==> src/rtl/dma_irq_pkg.sv <==
package dma_irq_pkg;
    localparam int LANE_W  = 8;
    localparam int N_CLASS = 3;

    typedef enum logic [1:0] {
        SEL_STATUS = 2'd0,
        SEL_MASK   = 2'd1,
        SEL_ABORT  = 2'd2,
        SEL_CHEN   = 2'd3
    } reg_sel_e;

    // Replicate a per-channel vector into the three byte lanes.
    function automatic logic [31:0] spread_lanes(input logic [LANE_W-1:0] v);
        return {8'h00, v, v, v};
    endfunction
endpackage

==> src/rtl/dma_irq_flag_lane.sv <==
module dma_irq_flag_lane #(
    parameter int NUM_CH = 8
) (
    input  logic              clk,
    input  logic              rst_n,
    input  logic [NUM_CH-1:0] evt_i,
    input  logic [NUM_CH-1:0] clr_i,
    output logic [NUM_CH-1:0] flag_d_o,
    output logic [NUM_CH-1:0] flag_q_o
);
    typedef struct packed {
        logic [NUM_CH-1:0] flag;
    } lane_st_t;

    lane_st_t st_d, st_q;

    always_comb begin
        st_d      = st_q;
        // set wins over clear
        st_d.flag = (st_q.flag & ~clr_i) | evt_i;
    end

    always_ff @(posedge clk or negedge rst_n) begin
        if (!rst_n) st_q <= '0;
        else        st_q <= st_d;
    end

    assign flag_d_o = st_d.flag;
    assign flag_q_o = st_q.flag;
endmodule

==> src/rtl/dma_irq_abort_pulse.sv <==
module dma_irq_abort_pulse #(
    parameter int NUM_CH = 8
) (
    input  logic              clk,
    input  logic              rst_n,
    input  logic              wr_i,
    input  logic [NUM_CH-1:0] bits_i,
    output logic [NUM_CH-1:0] req_o
);
    typedef struct packed {
        logic [NUM_CH-1:0] req;
    } abt_st_t;

    abt_st_t st_d, st_q;

    always_comb begin
        st_d     = st_q;
        st_d.req = wr_i ? bits_i : '0;
    end

    always_ff @(posedge clk or negedge rst_n) begin
        if (!rst_n) st_q <= '0;
        else        st_q <= st_d;
    end

    assign req_o = st_q.req;
endmodule

==> src/rtl/dma_irq_status_ctrl.sv <==
module dma_irq_status_ctrl
    import dma_irq_pkg::*;
#(
    parameter int NUM_CH = 8
) (
    input  logic              clk,
    input  logic              rst_n,
    input  logic [NUM_CH-1:0] evt_err_i,
    input  logic [NUM_CH-1:0] evt_abt_i,
    input  logic [NUM_CH-1:0] evt_tc_i,
    input  logic [NUM_CH-1:0] ch_enabled_i,
    input  logic              reg_wr_i,
    input  logic [1:0]        reg_addr_i,
    input  logic [31:0]       reg_wdata_i,
    output logic [31:0]       reg_rdata_o,
    output logic              irq_o,
    output logic [NUM_CH-1:0] abort_req_o,
    output logic [NUM_CH-1:0] ongoing_o
);
    localparam logic [LANE_W-1:0] CH_IMPL  = LANE_W'((2 ** NUM_CH) - 1);
    localparam logic [31:0]       IMPL_WORD = spread_lanes(CH_IMPL);

    typedef struct packed {
        logic [31:0] mask;
        logic        irq;
    } ctl_st_t;

    ctl_st_t ctl_d, ctl_q;

    logic [N_CLASS-1:0][NUM_CH-1:0] evt_cls;
    logic [N_CLASS-1:0][NUM_CH-1:0] clr_cls;
    logic [N_CLASS-1:0][NUM_CH-1:0] flag_d;
    logic [N_CLASS-1:0][NUM_CH-1:0] flag_q;
    logic [31:0]                    status_next;
    logic [31:0]                    status_word;
    logic [31:0]                    mask_word;
    logic                           wr_status;
    logic                           wr_mask;
    logic                           wr_abort;

    assign wr_status = reg_wr_i && (reg_addr_i == SEL_STATUS);
    assign wr_mask   = reg_wr_i && (reg_addr_i == SEL_MASK);
    assign wr_abort  = reg_wr_i && (reg_addr_i == SEL_ABORT);

    assign evt_cls[0] = evt_err_i;
    assign evt_cls[1] = evt_abt_i;
    assign evt_cls[2] = evt_tc_i;

    for (genvar k = 0; k < N_CLASS; k++) begin : g_lane
        assign clr_cls[k] = wr_status ? reg_wdata_i[k*LANE_W +: NUM_CH] : '0;

        dma_irq_flag_lane #(.NUM_CH(NUM_CH)) u_lane (
            .clk      (clk),
            .rst_n    (rst_n),
            .evt_i    (evt_cls[k]),
            .clr_i    (clr_cls[k]),
            .flag_d_o (flag_d[k]),
            .flag_q_o (flag_q[k])
        );
    end

    dma_irq_abort_pulse #(.NUM_CH(NUM_CH)) u_abort (
        .clk    (clk),
        .rst_n  (rst_n),
        .wr_i   (wr_abort),
        .bits_i (reg_wdata_i[NUM_CH-1:0]),
        .req_o  (abort_req_o)
    );

    // Pack lane flags into the status word (current and next).
    always_comb begin
        status_word = '0;
        status_next = '0;
        for (int k = 0; k < N_CLASS; k++) begin
            status_word[k*LANE_W +: NUM_CH] = flag_q[k];
            status_next[k*LANE_W +: NUM_CH] = flag_d[k];
        end
    end

    always_comb begin
        ctl_d = ctl_q;
        if (wr_mask) ctl_d.mask = reg_wdata_i & IMPL_WORD;
        ctl_d.irq = |(status_next & ~ctl_d.mask);
    end

    always_ff @(posedge clk or negedge rst_n) begin
        if (!rst_n) begin
            ctl_q.mask <= IMPL_WORD;
            ctl_q.irq  <= 1'b0;
        end else begin
            ctl_q <= ctl_d;
        end
    end

    assign mask_word = ctl_q.mask;
    assign irq_o     = ctl_q.irq;
    assign ongoing_o = ~(flag_q[0] | flag_q[1] | flag_q[2]);

    always_comb begin
        reg_rdata_o = '0;
        case (reg_addr_i)
            SEL_STATUS: reg_rdata_o = status_word;
            SEL_MASK:   reg_rdata_o = mask_word;
            SEL_ABORT:  reg_rdata_o[NUM_CH-1:0] = abort_req_o;
            default:    reg_rdata_o[NUM_CH-1:0] = ch_enabled_i;
        endcase
    end
endmodule

==> config.mk <==
export PLATFORM = sky130hd
export DESIGN_NAME = dma_irq_status_ctrl
export DESIGN_NICKNAME = d
export VERILOG_FILES = /design/src/rtl/dma_irq_pkg.sv /design/src/rtl/dma_irq_flag_lane.sv /design/src/rtl/dma_irq_abort_pulse.sv /design/src/rtl/dma_irq_status_ctrl.sv
export SDC_FILE = /design/constraint.sdc
export NUM_CORES = 1
export LEC_CHECK = 0
export ABC_AREA = 1
export CORE_MARGIN = 8
export CORE_UTILIZATION = 40
export DETAILED_ROUTE_END_ITERATION = 8
export PLACE_DENSITY_LB_ADDON = 0.3
export RECOVER_POWER = 100
export SETUP_SLACK_MARGIN = 0.3
export SLEW_MARGIN = 15
export SYNTH_ARGS = -nofsm -noshare
export SYNTH_HDL_FRONTEND = slang
export SYNTH_SLANG_ARGS = --single-unit
==> constraint.sdc <==
create_clock -name clk -period 3.2 [get_ports clk]
set_input_delay 0.64 -clock clk [delete_from_list [all_inputs] [get_ports clk]]
set_output_delay 0.64 -clock clk [all_outputs]
set_load 0.02 [all_outputs]
==> results of run 1 <==
## where the power goes
part / leakage (nW) / switching (mW) / internal (mW)
registers: 0.702 / 0.0263 / 0.916
clock network: 0.111 / 0.311 / 0.483
logic: 1.64 / 0.266 / 0.182
## layer usage
layer / up-vias / share of wire [%] / track usage [%]
met3: 8 / 7.9 / 5.082
met5: - / 0 / 0
met4: 0 / 0.96 / 7.236
met2: 95 / 47 / 29.76
li1: 1574 / - / -
met1: 1430 / 44 / 21.58
## final cells by class
type | instances | share of cell area (%)
multi-input cells | 267 | 24.95
repair buffers | 120 | 23.62
inverters | 100 | 8.091
clock inverters | 2 | 1.294
clock buffers | 14 | 3.506
well taps | 105 | 2.832
flip-flops and latches | 65 | 35.71
## sequential cells by signal (all words and copies together) (netlist names)
signal                  flops
u_abort.req_o               8
g_lane.u_lane.flag_q_o     24
irq_o                       1
mask_word                  32
## worst max-delay path, stage by stage
cell and delay [ns]:
clkdlybuf4s50_1 0.46, nor2_1 0.34, buf_12 0.23, nand2_1 0.07, o21ai_1 0.13, dlygate4sd2_1 0.38
## final timing paths
check                                   start                           end  cells after the start
worst max-delay path            reg_addr_i[1]               reg_rdata_o[21]                      6
worst min-delay path            mask_word[28]                 mask_word[28]                      2
worst max register to register  mask_word[19]                         irq_o                      9
worst min register to register  mask_word[28]                 mask_word[28]                      2
max in group asynchronous               rst_n  g_lane[1].u_lane.flag_q_o[1]                      2
min in group asynchronous               rst_n  g_lane[1].u_lane.flag_q_o[3]                      2
## kinds of logic after synthesis
group	after synthesis	synth area share [%]
compound gates	51	8.830
simple gates	216	26.76
buf+inv	115	13.80
flops	65	50.61
## synthesized netlist by cell type
cell type / count
nand2_1: 160
inv_1: 99
nand4_1: 2
nor2_2: 1
o21a_1: 2
nand3_1: 21
nor2_1: 22
clkbuf_1: 5
a21o_1: 1
buf_2: 7
buf_4: 3
nand3_4: 1
o2111ai_1: 7
dfrtp_1: 41
o21ai_1: 9
inv_2: 1
nor3_1: 8
nor2_4: 1
o21ai_0: 32
dfstp_2: 24
==> impl_metrics.env, run 1 <==
export IMPL_drtIter0Drc=142
export IMPL_grt_max_degree=66
export IMPL_status="finished, violations left"
export IMPL_htreeDepth=3
export IMPL_hold_path_class="register to register"
export IMPL_diodes=0
export IMPL_fin_crit_ns=2.892
export IMPL_syn_area_um2=3273
export IMPL_final_nets=632
export IMPL_crit_fanout=28
export IMPL_cts_buffer_depth=2
export IMPL_hold_buffers=0
export IMPL_pin_count=118
export IMPL_final_core_util_pct=57.33
export IMPL_io_buffers=109
export IMPL_ctsResizeCount=33
export IMPL_clock_sinks=65
export IMPL_cts_setup_buffers=0
export IMPL_place_gp_congestion=0.8039
export IMPL_powerDensity_nw_per_um2=470.8
export IMPL_start_util_pct=40.45
export IMPL_ant_nets=0
export IMPL_end_kind="output port"
export IMPL_drive_above_1_share_pct=8.803
export IMPL_die_h_um=106.5
export IMPL_dp_hpwl_mm=7.309
export IMPL_post_route_period_util_pct=90.37
export IMPL_final_cell_mix="nand2_1 (160), inv_1 (99), clkdlybuf4s50_1 (57)"
export IMPL_fin_area_um2=4639
export IMPL_vias=3107
export IMPL_cts_tree="yes"
export IMPL_first_pass_iters=4
export IMPL_wire_per_inst_um=14.63
export IMPL_drc=0
export IMPL_yosys_register_bits=65
export IMPL_drt_total_wl_mm=9.849
export IMPL_syn_num_nets=516
export IMPL_yosysSeqAreaShare_pct=50.61
export IMPL_finalSetupTns_ns=0
export IMPL_power_total_mw=2.184
export IMPL_yosysTopAreaCell="dfrtp_1"
export IMPL_hold_viol=0
export IMPL_syn_to_final_growth_pct=41.74
export IMPL_worstPathRequired_ns=2.56
export IMPL_timing_hold_ws_ns=0.4665
export IMPL_dieArea_um2=11330
export IMPL_slew_viol_final=66
export IMPL_syn_area_per_cell_um2=7.322
export IMPL_die_w_um=106.5
export IMPL_via_per_inst=4.617
export IMPL_finClkSkew_ns=0.002955
export IMPL_antenna_found_initial=0
export IMPL_cp_start_kind="input pin"
export IMPL_dp_cells=657
export IMPL_fp_row_count=33
export IMPL_synth_cells=447
export IMPL_numCtsBuffers=9
export IMPL_vdd_drop_max_uv=250.0
export IMPL_slew_headroom_pct=-7.246
export IMPL_track_usage_pct=17.98
export IMPL_fillCellCount=779
export IMPL_dpl_cell_area_um2=4522
export IMPL_grt_pass1_vias=3357
export IMPL_clkTransAtPathRegs_ns=0.07
export IMPL_multi_input_area_um2=1157
export IMPL_ff2ff_setup_slack_ns=1.85
export IMPL_dp_slack_ns=0.003781
export IMPL_grt_pass1_wl_mm=16.12
export IMPL_tightest_slew_ns=1.609
export IMPL_clock_latency_ns=0.34
export IMPL_synth_top_area_share_pct=31.35
export IMPL_violations="max-capacitance violations, max-slew violations"
export IMPL_ys_warnings_count=0
export IMPL_cp_arrival_ns=2.25
export IMPL_cts_root_buffer="clkbuf_8"
export IMPL_fin_cells=673
export IMPL_critPathKind="input pin to output port"
export IMPL_overflow=0
export IMPL_setup_viol=0
export IMPL_ys_types=20
export IMPL_setup_ws_ns=0.3083
export IMPL_seq_area_um2=1657
export IMPL_final_common_cell="nand2_1"
export IMPL_ys_top_cells_by_area="dfrtp_1 (31%), dfstp_2 (19%), nand2_1 (18%)"
export IMPL_max_freq_ghz=0.3458
export IMPL_maxCapViolCount=1
export IMPL_core_region_area_um2=8093
export IMPL_rsz0062_at_grt="true"
export IMPL_p_leak_nw=2.451
Power figures use the tool's default switching activity.
==> run 2: changes to the inputs <==
--- a/config.mk
+++ b/config.mk
@@ -6,12 +6,13 @@
 export NUM_CORES = 1
 export LEC_CHECK = 0
 export ABC_AREA = 1
-export CORE_MARGIN = 8
 export CORE_UTILIZATION = 40
+export CTS_BUF_LIST = sky130_fd_sc_hd__clkbuf_16
 export DETAILED_ROUTE_END_ITERATION = 8
 export PLACE_DENSITY_LB_ADDON = 0.3
 export RECOVER_POWER = 100
 export SETUP_SLACK_MARGIN = 0.3
+export SKIP_LAST_GASP = 1
 export SLEW_MARGIN = 15
 export SYNTH_ARGS = -nofsm -noshare
 export SYNTH_HDL_FRONTEND = slang
==> impl_metrics.env, run 2 (synthesis results as in run 1) <==
export IMPL_p_leak_nw=2.503
export IMPL_final_common_cell="nand2_1"
export IMPL_numCtsBuffers=9
export IMPL_grt_pass1_wl_mm=14.89
export IMPL_hold_buffers=0
export IMPL_final_core_util_pct=60.43
export IMPL_cp_arrival_ns=2.33
export IMPL_drtIter0Drc=153
export IMPL_fin_crit_ns=2.972
export IMPL_grt_max_degree=56
export IMPL_final_nets=629
export IMPL_clkTransAtPathRegs_ns=0.05
export IMPL_die_w_um=92.46
export IMPL_cp_top_family="buffers and inverters"
export IMPL_end_kind="output port"
export IMPL_cp_slowest_cell="dlygate4sd3_1"
export IMPL_slew_viol_final=33
export IMPL_syn_to_final_growth_pct=44.15
export IMPL_worstPathRequired_ns=2.56
export IMPL_fillCellCount=734
export IMPL_place_gp_congestion=0.8212
export IMPL_core_region_area_um2=7807
export IMPL_first_pass_iters=4
export IMPL_fin_area_um2=4718
export IMPL_dp_hpwl_mm=6.600
export IMPL_cp_buffers_inverters=3
export IMPL_cts_root_buffer="clkbuf_16"
export IMPL_grt_pass1_vias=3155
export IMPL_cp_num_cells=6
export IMPL_start_util_pct=41.92
export IMPL_final_cell_mix="nand2_1 (160), inv_1 (100), clkdlybuf4s50_1 (58)"
export IMPL_post_route_period_util_pct=92.87
export IMPL_hold_viol=0
export IMPL_tightest_slew_ns=1.702
export IMPL_slowest_delay_ns=0.59
export IMPL_setup_viol=0
export IMPL_vias=3156
export IMPL_hold_path_depth=2
export IMPL_dieArea_um2=8549
export IMPL_violations="max-capacitance violations, max-slew violations"
export IMPL_finalSetupTns_ns=0
export IMPL_fp_row_count=32
export IMPL_dpl_cell_area_um2=4508
export IMPL_cts_tree="yes"
export IMPL_io_buffers=109
export IMPL_track_usage_pct=22.50
export IMPL_finClkSkew_ns=0.007649
export IMPL_status="finished, violations left"
export IMPL_fin_cells=667
export IMPL_cts_buffer_depth=2
export IMPL_vdd_drop_max_uv=261.7
export IMPL_largest_reg_flops=32
export IMPL_overflow=0
export IMPL_drive_above_1_share_pct=8.673
export IMPL_max_freq_ghz=0.3365
export IMPL_reg2reg_depth=9
export IMPL_die_h_um=92.46
export IMPL_drt_total_wl_mm=9.190
export IMPL_via_per_inst=4.732
export IMPL_powerDensity_nw_per_um2=493.2
export IMPL_maxCapViolCount=1
export IMPL_crit_fanout=25
export IMPL_dp_slack_ns=0.02587
export IMPL_diodes=0
export IMPL_ant_nets=0
export IMPL_clock_sinks=65
export IMPL_hold_path_class="register to register"
export IMPL_setup_ws_ns=0.2280
export IMPL_antenna_found_initial=0
export IMPL_crit_chain="dlygate4sd3_1 -> nor2_1 -> buf_12 -> nand2_1 -> o21ai_0 -> dlygate4sd2_1"
export IMPL_critPathKind="input pin to output port"
export IMPL_slew_headroom_pct=-13.49
export IMPL_drc=0
export IMPL_wire_per_inst_um=13.78
export IMPL_clock_latency_ns=0.32
export IMPL_multi_input_area_um2=1155
export IMPL_pin_count=118
export IMPL_dp_cells=651
export IMPL_cp_start_kind="input pin"
export IMPL_rsz0062_at_grt="false"
export IMPL_seq_area_um2=1657
export IMPL_htreeDepth=3
## run 2: what timing repair did
action,in CTS,in global routing
pin swaps,0,0
setup endpoints to repair,32,7
resized for setup,34,13
setup buffers,0,0
## run 2: final timing paths
kind,startpoint,endpoint,slack (ns)
min in group asynchronous,rst_n,mask_word[25],0.76
setup reg to reg,mask_word[22],irq_o,1.82
hold reg to reg,mask_word[25],mask_word[25],0.46
max in group asynchronous,rst_n,mask_word[28],0.79
hold / removal,mask_word[25],mask_word[25],0.46
setup / recovery,reg_addr_i[1],reg_rdata_o[22],0.23
## run 2: per-stage QoR
stage	total power [mW]	hold WS, ns
CTS	2.353	0.4129
global route	2.432	0.4988
detailed placement	1.438	0.4523
floorplan	1.205	0.3444
finish	2.327	0.4628
global placement	1.425	0.4495
## run 2: final cells by class
cell class              instances  area share, %
clock inverters                 7          1.352
clock buffers                   9          4.773
multi-input cells             267          24.48
flip-flops and latches         65          35.11
repair buffers                117          23.63
well taps                     102          2.705
inverters                     100          7.955
## run 2: layer usage
layer	GRT usage [%]	vias to the layer above	part of all wire, %	routed length [um]
li1	-	1572	-	-
met1	29.75	1463	44	4034
met2	36.54	107	48	4420
met3	4.187	14	6.2	571
met4	8.724	0	1.8	165
met5	0	-	0	0
## run 2: report_power, final
| part | internal [mW] | switching (mW) |
|---|---|---|
| registers | 0.918 | 0.0254 |
| clock network | 0.595 | 0.339 |
| logic | 0.184 | 0.266 |
## run 2: tightest hold or removal path, cell delays in order (launching register included)
cell     delay [ns]
dfrtp_1        0.34
nand2_1        0.05
inv_1          0.04
